$ cat config.mk
export PLATFORM = sky130hd
export DESIGN_NAME = gpio_edge_irq
export DESIGN_NICKNAME = d
export VERILOG_FILES = /design/src/rtl/gpio_irq_pkg.sv /design/src/rtl/gpio_irq_ctrl.sv /design/src/rtl/gpio_irq_lane.sv /design/src/rtl/gpio_irq_datapath.sv /design/src/rtl/gpio_edge_irq.sv
export SDC_FILE = /design/constraint.sdc
export NUM_CORES = 1
export LEC_CHECK = 0
export CORE_MARGIN = 2
export CORE_UTILIZATION = 55
export DETAILED_ROUTE_END_ITERATION = 6
export PLACE_DENSITY = 0.8
export SYNTH_ARGS = -nofsm -noshare
export SYNTH_HDL_FRONTEND = slang
export SYNTH_HIERARCHICAL = 1
export SYNTH_SLANG_ARGS = --single-unit
export TNS_END_PERCENT = 20
$ cat constraint.sdc
create_clock -name clk -period 6.1 [get_ports clk]
set_input_delay 1.22 -clock clk [delete_from_list [all_inputs] [get_ports clk]]
set_output_delay 1.22 -clock clk [all_outputs]
set_load 0.01 [all_outputs]
$ cat src/rtl/gpio_irq_pkg.sv
package gpio_irq_pkg;

  // width of the byte index carried by the decode strobe
  localparam int IDX_W = 4;

  typedef enum logic [2:0] {
    RK_NONE,
    RK_DATA,
    RK_MASK,
    RK_SRC,
    RK_SENSE,
    RK_CFG
  } regKind_e;

  // one register access, as decoded by the control module
  typedef struct packed {
    regKind_e         kind;
    logic [IDX_W-1:0] idx;   // byte offset within the register, 0 = most significant
    logic             wr;
    logic             rd;
  } regStrobe_t;

  typedef enum logic [1:0] {
    SNS_OFF  = 2'b00,
    SNS_RISE = 2'b01,
    SNS_FALL = 2'b10,
    SNS_BOTH = 2'b11
  } sense_e;

endpackage

$ cat src/rtl/gpio_irq_ctrl.sv
module gpio_irq_ctrl
  import gpio_irq_pkg::*;
#(
  parameter int LINES  = 16,
  parameter int ADDR_W = 8
) (
  input  logic [ADDR_W-1:0] regAddr,
  input  logic              regWe,
  input  logic              regRe,
  output regStrobe_t        strb
);

  localparam int LINE_BYTES  = (LINES + 7) / 8;
  localparam int SENSE_BYTES = (2 * LINES + 7) / 8;
  localparam int MASK_BASE   = LINE_BYTES;
  localparam int SRC_BASE    = 2 * LINE_BYTES;
  localparam int SENSE_BASE  = 3 * LINE_BYTES;
  localparam int CFG_ADDR    = SENSE_BASE + SENSE_BYTES;

  // address ranges in ascending order: data, mask, source, sense, config
  always_comb begin
    strb      = '0;
    strb.kind = RK_NONE;
    if (regAddr < ADDR_W'(MASK_BASE)) begin
      strb.kind = RK_DATA;
      strb.idx  = IDX_W'(regAddr);
    end else if (regAddr < ADDR_W'(SRC_BASE)) begin
      strb.kind = RK_MASK;
      strb.idx  = IDX_W'(regAddr - ADDR_W'(MASK_BASE));
    end else if (regAddr < ADDR_W'(SENSE_BASE)) begin
      strb.kind = RK_SRC;
      strb.idx  = IDX_W'(regAddr - ADDR_W'(SRC_BASE));
    end else if (regAddr < ADDR_W'(CFG_ADDR)) begin
      strb.kind = RK_SENSE;
      strb.idx  = IDX_W'(regAddr - ADDR_W'(SENSE_BASE));
    end else if (regAddr == ADDR_W'(CFG_ADDR)) begin
      strb.kind = RK_CFG;
    end
    strb.wr = regWe && (strb.kind != RK_NONE);
    strb.rd = regRe && (strb.kind != RK_NONE);
  end

endmodule

$ cat src/rtl/gpio_irq_lane.sv
module gpio_irq_lane
  import gpio_irq_pkg::*;
(
  input  logic       clk,
  input  logic       rstN,
  input  logic       pinIn,
  input  logic [1:0] sense,
  output logic       syncVal,
  output logic       edgeHit
);

  // [0] first sync stage, [1] second sync stage, [2] previous sample
  logic [2:0] sampQ;
  logic       rising;
  logic       falling;

  always_ff @(posedge clk or negedge rstN) begin
    if (!rstN) sampQ <= '0;
    else       sampQ <= {sampQ[1:0], pinIn};
  end

  assign rising  = sampQ[1] & ~sampQ[2];
  assign falling = ~sampQ[1] & sampQ[2];
  assign syncVal = sampQ[1];

  always_comb begin
    unique case (sense_e'(sense))
      SNS_RISE: edgeHit = rising;
      SNS_FALL: edgeHit = falling;
      SNS_BOTH: edgeHit = rising | falling;
      default:  edgeHit = 1'b0;
    endcase
  end

endmodule

$ cat src/rtl/gpio_irq_datapath.sv
module gpio_irq_datapath
  import gpio_irq_pkg::*;
#(
  parameter int LINES = 16
) (
  input  logic             clk,
  input  logic             rstN,
  input  logic [LINES-1:0] pinIn,
  input  regStrobe_t       strb,
  input  logic [7:0]       regWdata,
  output logic [7:0]       regRdata,
  output logic             irqN,
  output logic [LINES-1:0] pendOut,
  output logic [LINES-1:0] maskOut,
  output logic [LINES-1:0] hitOut
);

  localparam int LINE_BYTES  = (LINES + 7) / 8;
  localparam int SENSE_BYTES = (2 * LINES + 7) / 8;
  localparam int LW          = LINE_BYTES * 8;
  localparam int SW          = SENSE_BYTES * 8;

  logic [LW-1:0] maskQ, maskD;
  logic [LW-1:0] pendQ, pendD;
  logic [SW-1:0] senseQ, senseD;
  logic          cfgQ, cfgD;
  logic [LW-1:0] clrVec;
  logic [LW-1:0] hitVec;
  logic [LW-1:0] syncVec;
  logic [LINES-1:0] laneHit;
  logic [LINES-1:0] laneSync;
  logic          readClear;

  for (genvar i = 0; i < LINES; i++) begin : g_lane
    gpio_irq_lane u_lane (
      .clk    (clk),
      .rstN   (rstN),
      .pinIn  (pinIn[i]),
      .sense  (senseQ[2*i +: 2]),
      .syncVal(laneSync[i]),
      .edgeHit(laneHit[i])
    );
  end

  assign hitVec  = LW'(laneHit);
  assign syncVec = LW'(laneSync);

  // a read strobe on the data register clears all sources unless disabled
  assign readClear = strb.rd && (strb.kind == RK_DATA) && !cfgQ;

  always_comb begin
    maskD  = maskQ;
    senseD = senseQ;
    cfgD   = cfgQ;
    clrVec = '0;
    for (int b = 0; b < LINE_BYTES; b++) begin
      if (int'(strb.idx) == LINE_BYTES - 1 - b) begin
        if (strb.wr && strb.kind == RK_MASK) maskD[b*8 +: 8] = regWdata;
        if (strb.wr && strb.kind == RK_SRC)  clrVec[b*8 +: 8] = regWdata;
      end
    end
    for (int b = 0; b < SENSE_BYTES; b++) begin
      if (strb.wr && strb.kind == RK_SENSE && int'(strb.idx) == SENSE_BYTES - 1 - b)
        senseD[b*8 +: 8] = regWdata;
    end
    if (strb.wr && strb.kind == RK_CFG) cfgD = regWdata[0];
    if (readClear) clrVec = '1;
    // a new edge takes precedence over a clear in the same cycle
    pendD = (pendQ & ~clrVec) | hitVec;
  end

  always_ff @(posedge clk or negedge rstN) begin
    if (!rstN) begin
      maskQ  <= '1;
      pendQ  <= '0;
      senseQ <= '0;
      cfgQ   <= 1'b0;
    end else begin
      maskQ  <= maskD;
      pendQ  <= pendD;
      senseQ <= senseD;
      cfgQ   <= cfgD;
    end
  end

  always_comb begin
    regRdata = '0;
    for (int b = 0; b < LINE_BYTES; b++) begin
      if (int'(strb.idx) == LINE_BYTES - 1 - b) begin
        if (strb.kind == RK_DATA) regRdata = syncVec[b*8 +: 8];
        if (strb.kind == RK_MASK) regRdata = maskQ[b*8 +: 8];
        if (strb.kind == RK_SRC)  regRdata = pendQ[b*8 +: 8];
      end
    end
    for (int b = 0; b < SENSE_BYTES; b++) begin
      if (strb.kind == RK_SENSE && int'(strb.idx) == SENSE_BYTES - 1 - b)
        regRdata = senseQ[b*8 +: 8];
    end
    if (strb.kind == RK_CFG) regRdata = {7'b0, cfgQ};
  end

  assign irqN    = ~|(pendQ & ~maskQ);
  assign pendOut = pendQ[LINES-1:0];
  assign maskOut = maskQ[LINES-1:0];
  assign hitOut  = laneHit;

endmodule

$ cat src/rtl/gpio_edge_irq.sv
module gpio_edge_irq
  import gpio_irq_pkg::*;
#(
  parameter int LINES  = 16,
  parameter int ADDR_W = 8
) (
  input  logic              clk,
  input  logic              rstN,
  input  logic [ADDR_W-1:0] regAddr,
  input  logic [7:0]        regWdata,
  input  logic              regWe,
  input  logic              regRe,
  output logic [7:0]        regRdata,
  input  logic [LINES-1:0]  pinIn,
  output logic              irqN
);

  regStrobe_t       strb;
  logic [LINES-1:0] pendQ;
  logic [LINES-1:0] maskQ;
  logic [LINES-1:0] edgeHit;

  gpio_irq_ctrl #(
    .LINES (LINES),
    .ADDR_W(ADDR_W)
  ) u_ctrl (
    .regAddr(regAddr),
    .regWe  (regWe),
    .regRe  (regRe),
    .strb   (strb)
  );

  gpio_irq_datapath #(
    .LINES(LINES)
  ) u_dp (
    .clk     (clk),
    .rstN    (rstN),
    .pinIn   (pinIn),
    .strb    (strb),
    .regWdata(regWdata),
    .regRdata(regRdata),
    .irqN    (irqN),
    .pendOut (pendQ),
    .maskOut (maskQ),
    .hitOut  (edgeHit)
  );

endmodule

## Word-level counts from Yosys, hierarchy flattened

Cells that the tools add are included.

| storage, ports and cells | value |
|---|---|
| register bits after elaboration | 113 |
| latch bits | 0 |
| bits in writable memories | 0 |
| ROM bits | 0 |
| bits of input ports | 36 |
| output and inout port bits | 9 |
| memories | 0 |

| operators by class | value |
|---|---|
| $add $sub $neg | 3 |
| multipliers | 0 |
| div/mod/pow operators | 0 |
| order comparisons | 4 |
| eq/ne operators | 57 |
| shifts and indexed selects | 0 |
| muxes and demuxes | 39 |
| bitwise operators | 85 |
| reductions and logical operators | 23 |

Operators by type and width:

| cell | count |
|---|---|
| 2-to-1 mux 8 bit | 16 |
| equality test 2 bit (second input constant) | 32 |
| one-hot mux 1 bit (3 select lines) | 16 |
| bitwise AND 1 bit | 32 |
| bitwise AND 16 bit | 2 |
| equality test 2 x 1 -> 1 bit (second input constant) | 16 |
| inverter 1 bit | 32 |
| inverter 16 bit | 2 |
| 2-to-1 mux 7 bit | 3 |
| logical AND 1 bit | 16 |
| < comparator 8 x 3 -> 1 bit (second input constant) | 2 |
| 2-to-1 mux 16 bit | 1 |
| bitwise OR 1 bit | 16 |
| bitwise OR 16 bit | 1 |
| OR reduction 16 bit | 1 |
| equality test 4 x 3 -> 1 bit (second input constant) | 2 |
| equality test 8 x 4 -> 1 bit (second input constant) | 1 |
| < comparator 8 x 2 -> 1 bit (second input constant) | 1 |
| < comparator 8 x 4 -> 1 bit (second input constant) | 1 |
| subtractor 4 x 3 -> 4 bit (second input constant) | 2 |
| equality test 3 x 2 -> 1 bit (second input constant) | 2 |
| equality test 3 bit (second input constant) | 2 |
| 2-to-1 mux 3 bit | 2 |
| equality test 4 x 2 -> 1 bit (second input constant) | 1 |
| other kinds (7) | 9 |

## Longest topological paths before layout

Gate-level depths: netlist (run 1).

| depth | value |
|---|---|
| word-level depth | 20 |
| depth in mapped cells | 14 |
| gate-level depth less buffers | 10 |

## Hierarchy

Netlist (run 1), hierarchy kept.

By module, submodules not included:

| module | instances | cells each | area each (µm²) | seq. area each (µm²) |
|---|---|---|---|---|
| gpio_irq_datapath | 1 | 325 | 3,648.5 | 1,646.6 |
| gpio_irq_lane | 16 | 12 | 133.9 | 75.1 |
| gpio_irq_ctrl | 1 | 56 | 389.1 | 0.0 |

## Worst setup path after synthesis (run 1)

Ideal clock, no wire load.

| timing | value |
|---|---|
| path type | input -> output |
| start point | input regAddr[3] |
| end point | output regRdata[4] |
| arrival | 3,680 ps |
| required time | 4,880 ps |
| slack | 1,200 ps |
| cell stages on the path | 12 |
| buffers on the path | 4 |
| path through | buf_6 -> inv_4 -> ha_1 -> clkbuf_1 -> or4_1 -> a21oi_1 -> buf_4 -> buf_2 -> nor2_1 -> a22oi_1 -> o21ai_0 -> a211oi_1 |

RTL lines:

| element | line | RTL |
|---|---|---|
| start: declaration | gpio_edge_irq.sv:9 | `input logic [ADDR_W-1:0] regAddr,` |
| end: declaration | gpio_edge_irq.sv:13 | `output logic [7:0] regRdata,` |

==> results of run 1 <==
state kept, by name, indices dropped and copies added (netlist names):
| name | count |
|---|---|
| u_dp/g_lane.u_lane/sampQ | 48 |
| u_dp/senseQ | 32 |
| u_dp/maskOut | 16 |
| u_dp/pendOut | 16 |
| u_dp/cfgQ | 1 |
report_power, final:
group | switching (mW) | internal, mW | total (mW)
clock network | 0.344 | 0.686 | 1.03
logic | 0.0796 | 0.0683 | 0.148
registers | 0.0201 | 0.775 | 0.795
per-layer routing:
| layer | vias to the layer above | part of all wire (%) | global-route usage [%] |
|---|---|---|---|
| met5 | - | 0 | 0 |
| met4 | 0 | 2.9 | 13.2 |
| met3 | 46 | 6.0 | 8.05 |
| met2 | 171 | 49 | 47.8 |
| met1 | 2312 | 42 | 35.4 |
| li1 | 2149 | - | - |
Yosys cell counts, types with 8 or more instances:
master / n
dfstp_2: 16
nor2_1: 16
o21ai_1: 32
a31o_2: 16
inv_1: 62
o21ai_0: 16
buf_2: 8
a22oi_1: 13
mux2_2: 62
a21oi_1: 9
nand2_1: 44
nor2b_1: 37
a22o_1: 13
ha_1: 40
dfrtp_1: 97
per-stage QoR:
stage	total power, mW	instance area, µm²	instances	util [%]	hold slack [ns]
after CTS	1.98	7400	782	67.9	0.348
after global routing	2.04	7440	784	68.3	0.345
after global placement	0.945	6790	750	62.3	0.332
final	1.97	7440	784	68.3	0.344
after floorplan	0.869	6180	573	-	0.331
after detailed placement	0.952	6790	750	62.3	0.335
cells by family after synthesis:
logic type	count (synthesis)	share of synthesized area (%)
AOI/OAI and AO/OA	138	15.4
and+or+nand+nor	132	12.8
DFF	113	46.1
buffers and inverters	85	5.85
muxes	64	11.6
adders and majority gates	40	8.10
xor gates and xnor gates	1	0.142
how the worst max path moves through the flow:
stage | to | slack (ns) | cells after the start
3_3_place_gp | regRdata[3] | 0.19 | 12
6_report | regRdata[7] | 0.19 | 13
4_1_cts | regRdata[3] | 0.11 | 12
5_1_grt | regRdata[3] | 0.06 | 12
2_1_floorplan | regRdata[4] | 1.20 | 12
3_5_place_dp | regRdata[3] | 0.12 | 12
cell type report:
type / count / area share, %
Sequential cell: 113 / 38.3
Clock inverter: 9 / 2.09
Multi-Input combinational cell: 375 / 40.4
Inverter: 64 / 3.26
Timing Repair Buffer: 60 / 7.53
Tap cell: 140 / 2.35
Clock buffer: 23 / 6.14
timing repair:
| action | in CTS | in global routing |
|---|---|---|
| setup endpoints to repair | 0 | 5 |
| endpoints found under the hold margin | 0 | 0 |
| hold buffers | 0 | 0 |
| gates resized for setup | 0 | 6 |
| buffers inserted | 0 | 2 |
==> flow_summary.json, run 1 <==
{
  "routedWlPerCell_um": 20.6,
  "layout-drive-gt1-share_pct": 24.8,
  "ys_seq_elements": 113,
  "cts_made_buffers": 17,
  "worstPathArrival_ns": 4.69,
  "num-nets-final": 707,
  "async_flop_share_pct": 100,
  "max_stage_delay_ns": 0.61,
  "syn_area_per_cell_um2": 10.8,
  "setup.worst_path.end_class": "output pin",
  "whs_path_depth": 0,
  "fin_tns_setup_ns": 0,
  "finalWeightedCongestion": 0.965,
  "areaGrowthSynthToFinish_pct": 20.4,
  "rows": 38,
  "diodes": 0,
  "initial_utilization_pct": 56.8,
  "path_delay_family": "buffers and inverters",
  "cts_tree": "yes",
  "ant_nets": 0,
  "power.density_nw_per_um2": 265,
  "status": "completed",
  "clk_latency_ns": 0.53,
  "core_um2": 10900,
  "crit_buf_inv": 4,
  "syn-num-nets": 649,
  "syn-cell-area_um2": 6180,
  "grt_max_degree": 61,
  "cts_root_buffer": "clkbuf_8",
  "cts_htree_levels": 4,
  "drv_cap": 0,
  "synth_top_area_share_pct": 39.3,
  "drcViolationCount": 0,
  "crit_path_max_fanout": 6,
  "final_common_cell": "dfrtp_1",
  "overflow": 0,
  "nFillCells": 836,
  "synth_top_flop_cell": "dfrtp_1",
  "fin_skew_ns": 0.0121,
  "place_ws_ns": 0.125,
  "track_usage_pct": 29.0,
  "min_path_type": "reg2reg",
  "whs_endpoint": "u_dp/g_lane[6].u_lane/sampQ[1]",
  "synth-edff-count": 0,
  "dieArea_um2": 12100,
  "maxSlewHeadroom_pct": 38.4,
  "path_clk_slew_ns": 0.06,
  "finalHoldViolations": 0,
  "rsz0062_at_grt": "false",
  "grt_pass1_wl_um": 25500,
  "dpl.hpwl_um": 11200,
  "grt_pass1_vias": 4861,
  "finalSetupViolCount": 0,
  "die_x_um": 110,
  "rr_worst_depth": 3,
  "p_leak_nw": 3.41,
  "timing.final.crit_share_pct": 96.9,
  "reg2reg_from": "u_dp/cfgQ",
  "postSynthCellCount": 573,
  "firstDrtPassIters": 5,
  "drt_iter0_drc": 402,
  "worstReg2RegEnd": "u_dp/pendOut[11]",
  "drt-total-wl_um": 16100,
  "critPathLaunchType": "input port",
  "die_h_um": 110,
  "final_max_slew_viol_count": 0,
  "reg2reg_slack_ns": 4.32,
  "maxClockFrequency_mhz": 169,
  "worstSetupStartpoint": "regAddr[3]",
  "fin_ws_ns": 0.191,
  "synthDistinctLibCells": 64,
  "dr_total_vias": 4678,
  "tightest_slew_ns": 0.921,
  "ir_drop_mv": 0.239,
  "yosysSeqAreaShare_pct": 46.1,
  "required_ns": 4.88,
  "worstHoldStart": "u_dp/g_lane[6].u_lane/sampQ[0]",
  "cts_buffer_depth": 2,
  "ioPinCount": 45,
  "multi_input_area_um2": 3000,
  "ys.warnings.count": 6,
  "antenna_found_initial": 0,
  "crit_chain": "clkdlybuf4s50_1 -> inv_4 -> ha_1 -> a21o_2 -> o2111ai_1 -> o311a_1 -> nor3_4 -> or3_4 -> nor3_4 -> buf_4 -> a22oi_1 -> a211oi_1 -> clkdlybuf4s50_1",
  "period_needed_ns": 5.91,
  "final_cell_mix": "dfrtp_1 (97), inv_1 (62), mux2_2 (62)",
  "clock-sinks": 113,
  "critPathKind": "in2out",
  "numPortBuffers": 44,
  "synth.area.top_cells": "dfrtp_1 (39%), mux2_2 (11%), ha_1 (8.1%)",
  "seq_area_um2": 2850,
  "vias_per_cell": 5.97,
  "yosysTopAreaCell": "dfrtp_1",
  "critPathSlowestCell": "clkdlybuf4s50_1"
}
Note: power is estimated with default switching activity, not from simulation.
==> inputs of run 2 (changes only) <==
--- a/config.mk
+++ b/config.mk
@@ -8,7 +8,9 @@
 export CORE_MARGIN = 2
 export CORE_UTILIZATION = 55
 export DETAILED_ROUTE_END_ITERATION = 6
+export GPL_ROUTABILITY_DRIVEN = 1
 export PLACE_DENSITY = 0.8
+export RECOVER_POWER = 50
 export SYNTH_ARGS = -nofsm -noshare
 export SYNTH_HDL_FRONTEND = slang
 export SYNTH_HIERARCHICAL = 1
==> run 2 against run 1 <==
The run now ends with max-capacitance violations, max-slew violations left. Sequential cell count unchanged. Wire length up 0.42%. Sequential power about the same. Hold slack worse by 0.00092 ns. Clock power about the same. First-iteration DRC count down 3.7%. Sequential share of layout area about the same. Critical endpoint unchanged. Largest cell class unchanged. Highest routed layer unchanged.
==> flow_summary.json, run 2 (synthesized netlist as in run 1, its figures left out) <==
{
  "status": "finished, violations left",
  "violations": "max-capacitance violations, max-slew violations",
  "reg2reg_from": "u_dp/cfgQ",
  "place_ws_ns": 0.125,
  "fin_skew_ns": 0.0118,
  "finalSetupViolCount": 0,
  "path_common_cell": "clkdlybuf4s50_1",
  "worstPathArrival_ns": 4.69,
  "maxSlewHeadroom_pct": -111,
  "track_usage_pct": 29.0,
  "num-nets-final": 707,
  "dr_total_vias": 4694,
  "worstHoldStart": "u_dp/g_lane[6].u_lane/sampQ[0]",
  "diodes": 0,
  "clk_latency_ns": 0.53,
  "cts_htree_levels": 4,
  "fin_ws_ns": 0.185,
  "core_um2": 10900,
  "areaGrowthSynthToFinish_pct": 20.3,
  "crit_chain": "clkdlybuf4s50_1 -> inv_4 -> ha_1 -> a21o_2 -> nand3_1 -> o211ai_1 -> and3_1 -> or3_4 -> nor3_4 -> buf_4 -> a22oi_1 -> a211oi_1 -> clkdlybuf4s50_1",
  "cts_tree": "yes",
  "numPortBuffers": 44,
  "path_clk_slew_ns": 0.06,
  "drt_iter0_drc": 387,
  "ioPinCount": 45,
  "die_h_um": 110,
  "dpl.hpwl_um": 11200,
  "final_max_slew_viol_count": 61,
  "rr_worst_depth": 3,
  "die_x_um": 110,
  "whs_ns": 0.343,
  "cts_made_buffers": 17,
  "p_leak_nw": 3.41,
  "firstDrtPassIters": 4,
  "drcViolationCount": 0,
  "grt_max_degree": 61,
  "tightest_slew_ns": 3.16,
  "initial_utilization_pct": 56.8,
  "largest_reg_flops": 48,
  "maxClockFrequency_mhz": 169,
  "drv_cap": 1,
  "finalWeightedCongestion": 0.965,
  "ir_drop_mv": 0.239,
  "critPathSlowestCell": "clkdlybuf4s50_1",
  "final_common_cell": "dfrtp_1",
  "whs_path_depth": 0,
  "finalHoldViolations": 0,
  "dieArea_um2": 12100,
  "routedWlPerCell_um": 20.6,
  "worstReg2RegEnd": "u_dp/pendOut[11]",
  "overflow": 0,
  "reg2reg_slack_ns": 4.31,
  "antenna_found_initial": 0,
  "timing.final.crit_share_pct": 97.0,
  "grt_pass1_vias": 4861,
  "rsz0062_at_grt": "false",
  "top_register": "u_dp/g_lane.u_lane/sampQ",
  "cts_buffer_depth": 2,
  "fin_tns_setup_ns": 0,
  "rows": 38,
  "grt_pass1_wl_um": 25500,
  "critPathLaunchType": "input port",
  "setup.worst_path.end_class": "output pin",
  "critPathKind": "in2out",
  "period_needed_ns": 5.91,
  "largestRegisters": "u_dp/g_lane.u_lane/sampQ x48, u_dp/senseQ x32",
  "crit_path_max_fanout": 6,
  "vias_per_cell": 5.99,
  "required_ns": 4.88,
  "layout-drive-gt1-share_pct": 24.7,
  "power.density_nw_per_um2": 265,
  "cts_root_buffer": "clkbuf_8",
  "max_stage_delay_ns": 0.61,
  "clock-sinks": 113,
  "min_path_type": "reg2reg",
  "ant_nets": 0,
  "final_cell_mix": "dfrtp_1 (97), inv_1 (62), mux2_2 (62)",
  "drt-total-wl_um": 16200,
  "whs_endpoint": "u_dp/g_lane[6].u_lane/sampQ[1]"
}
-- run 2: changes by cell type in the layout (fill, tap and decap cells not counted), sizes merged --
cell	change
clkbuf	+2
buf	-2
dlygate4sd3	+16
clkdlybuf4s50	-16
-- run 2: final cells by class --
cell class                      instances  area (µm²)
Fill cell                             837        3450
Multi-Input combinational cell        375        3000
Sequential cell                       113        2850
Timing Repair Buffer                   60         554
Clock buffer                           23         457
Inverter                               64         243
Tap cell                              140         175
Clock inverter                          9         155
-- run 2: timing repair --
item,4_1_cts,5_1_grt
resized for setup,0,6
buffers inserted,0,2
hold buffers,0,0
setup endpoints to repair,0,5
-- run 2: through the flow --
stage / utilization, % / cells / total power, mW / cell area (µm²)
after floorplan: - / 573 / 0.869 / 6180
after global routing: 68.3 / 784 / 2.04 / 7430
after detailed placement: 62.3 / 750 / 0.952 / 6790
after CTS: 67.9 / 782 / 1.98 / 7400
after global placement: 62.3 / 750 / 0.945 / 6790
final: 68.3 / 784 / 1.97 / 7430
-- run 2: worst max-delay path, delay by kind of cell --
family                   cells  cell delay [ns]
AO/OA/AOI/OAI                4             0.74
adder cells (fa/ha/maj)      1             0.21
buffers and inverters        4             1.44
AND/OR/NAND/NOR              4             1.08
-- run 2: power breakdown --
group          total [mW]  internal [mW]  switching (mW)
Combinational       0.146         0.0657          0.0799
Clock                1.03          0.686           0.346
Sequential          0.795          0.775          0.0202
-- run 2: worst max path at each step --
stage	from	cells past startpoint	end	slack [ns]
4_1_cts	regAddr[2]	12	regRdata[3]	0.11
2_1_floorplan	regAddr[3]	12	regRdata[4]	1.20
5_1_grt	regAddr[3]	12	regRdata[3]	0.06
6_report	regAddr[3]	13	regRdata[7]	0.19
3_5_place_dp	regAddr[2]	12	regRdata[3]	0.12
3_3_place_gp	regAddr[2]	12	regRdata[3]	0.19
-- run 2: per-layer routing --
metal,track usage [%],vias to the layer above,share of wire [%]
met5,0,-,0
met4,13.2,0,2.7
met1,35.4,2338,42
met3,8.05,40,5.9
met2,47.8,164,49
li1,-,2152,-
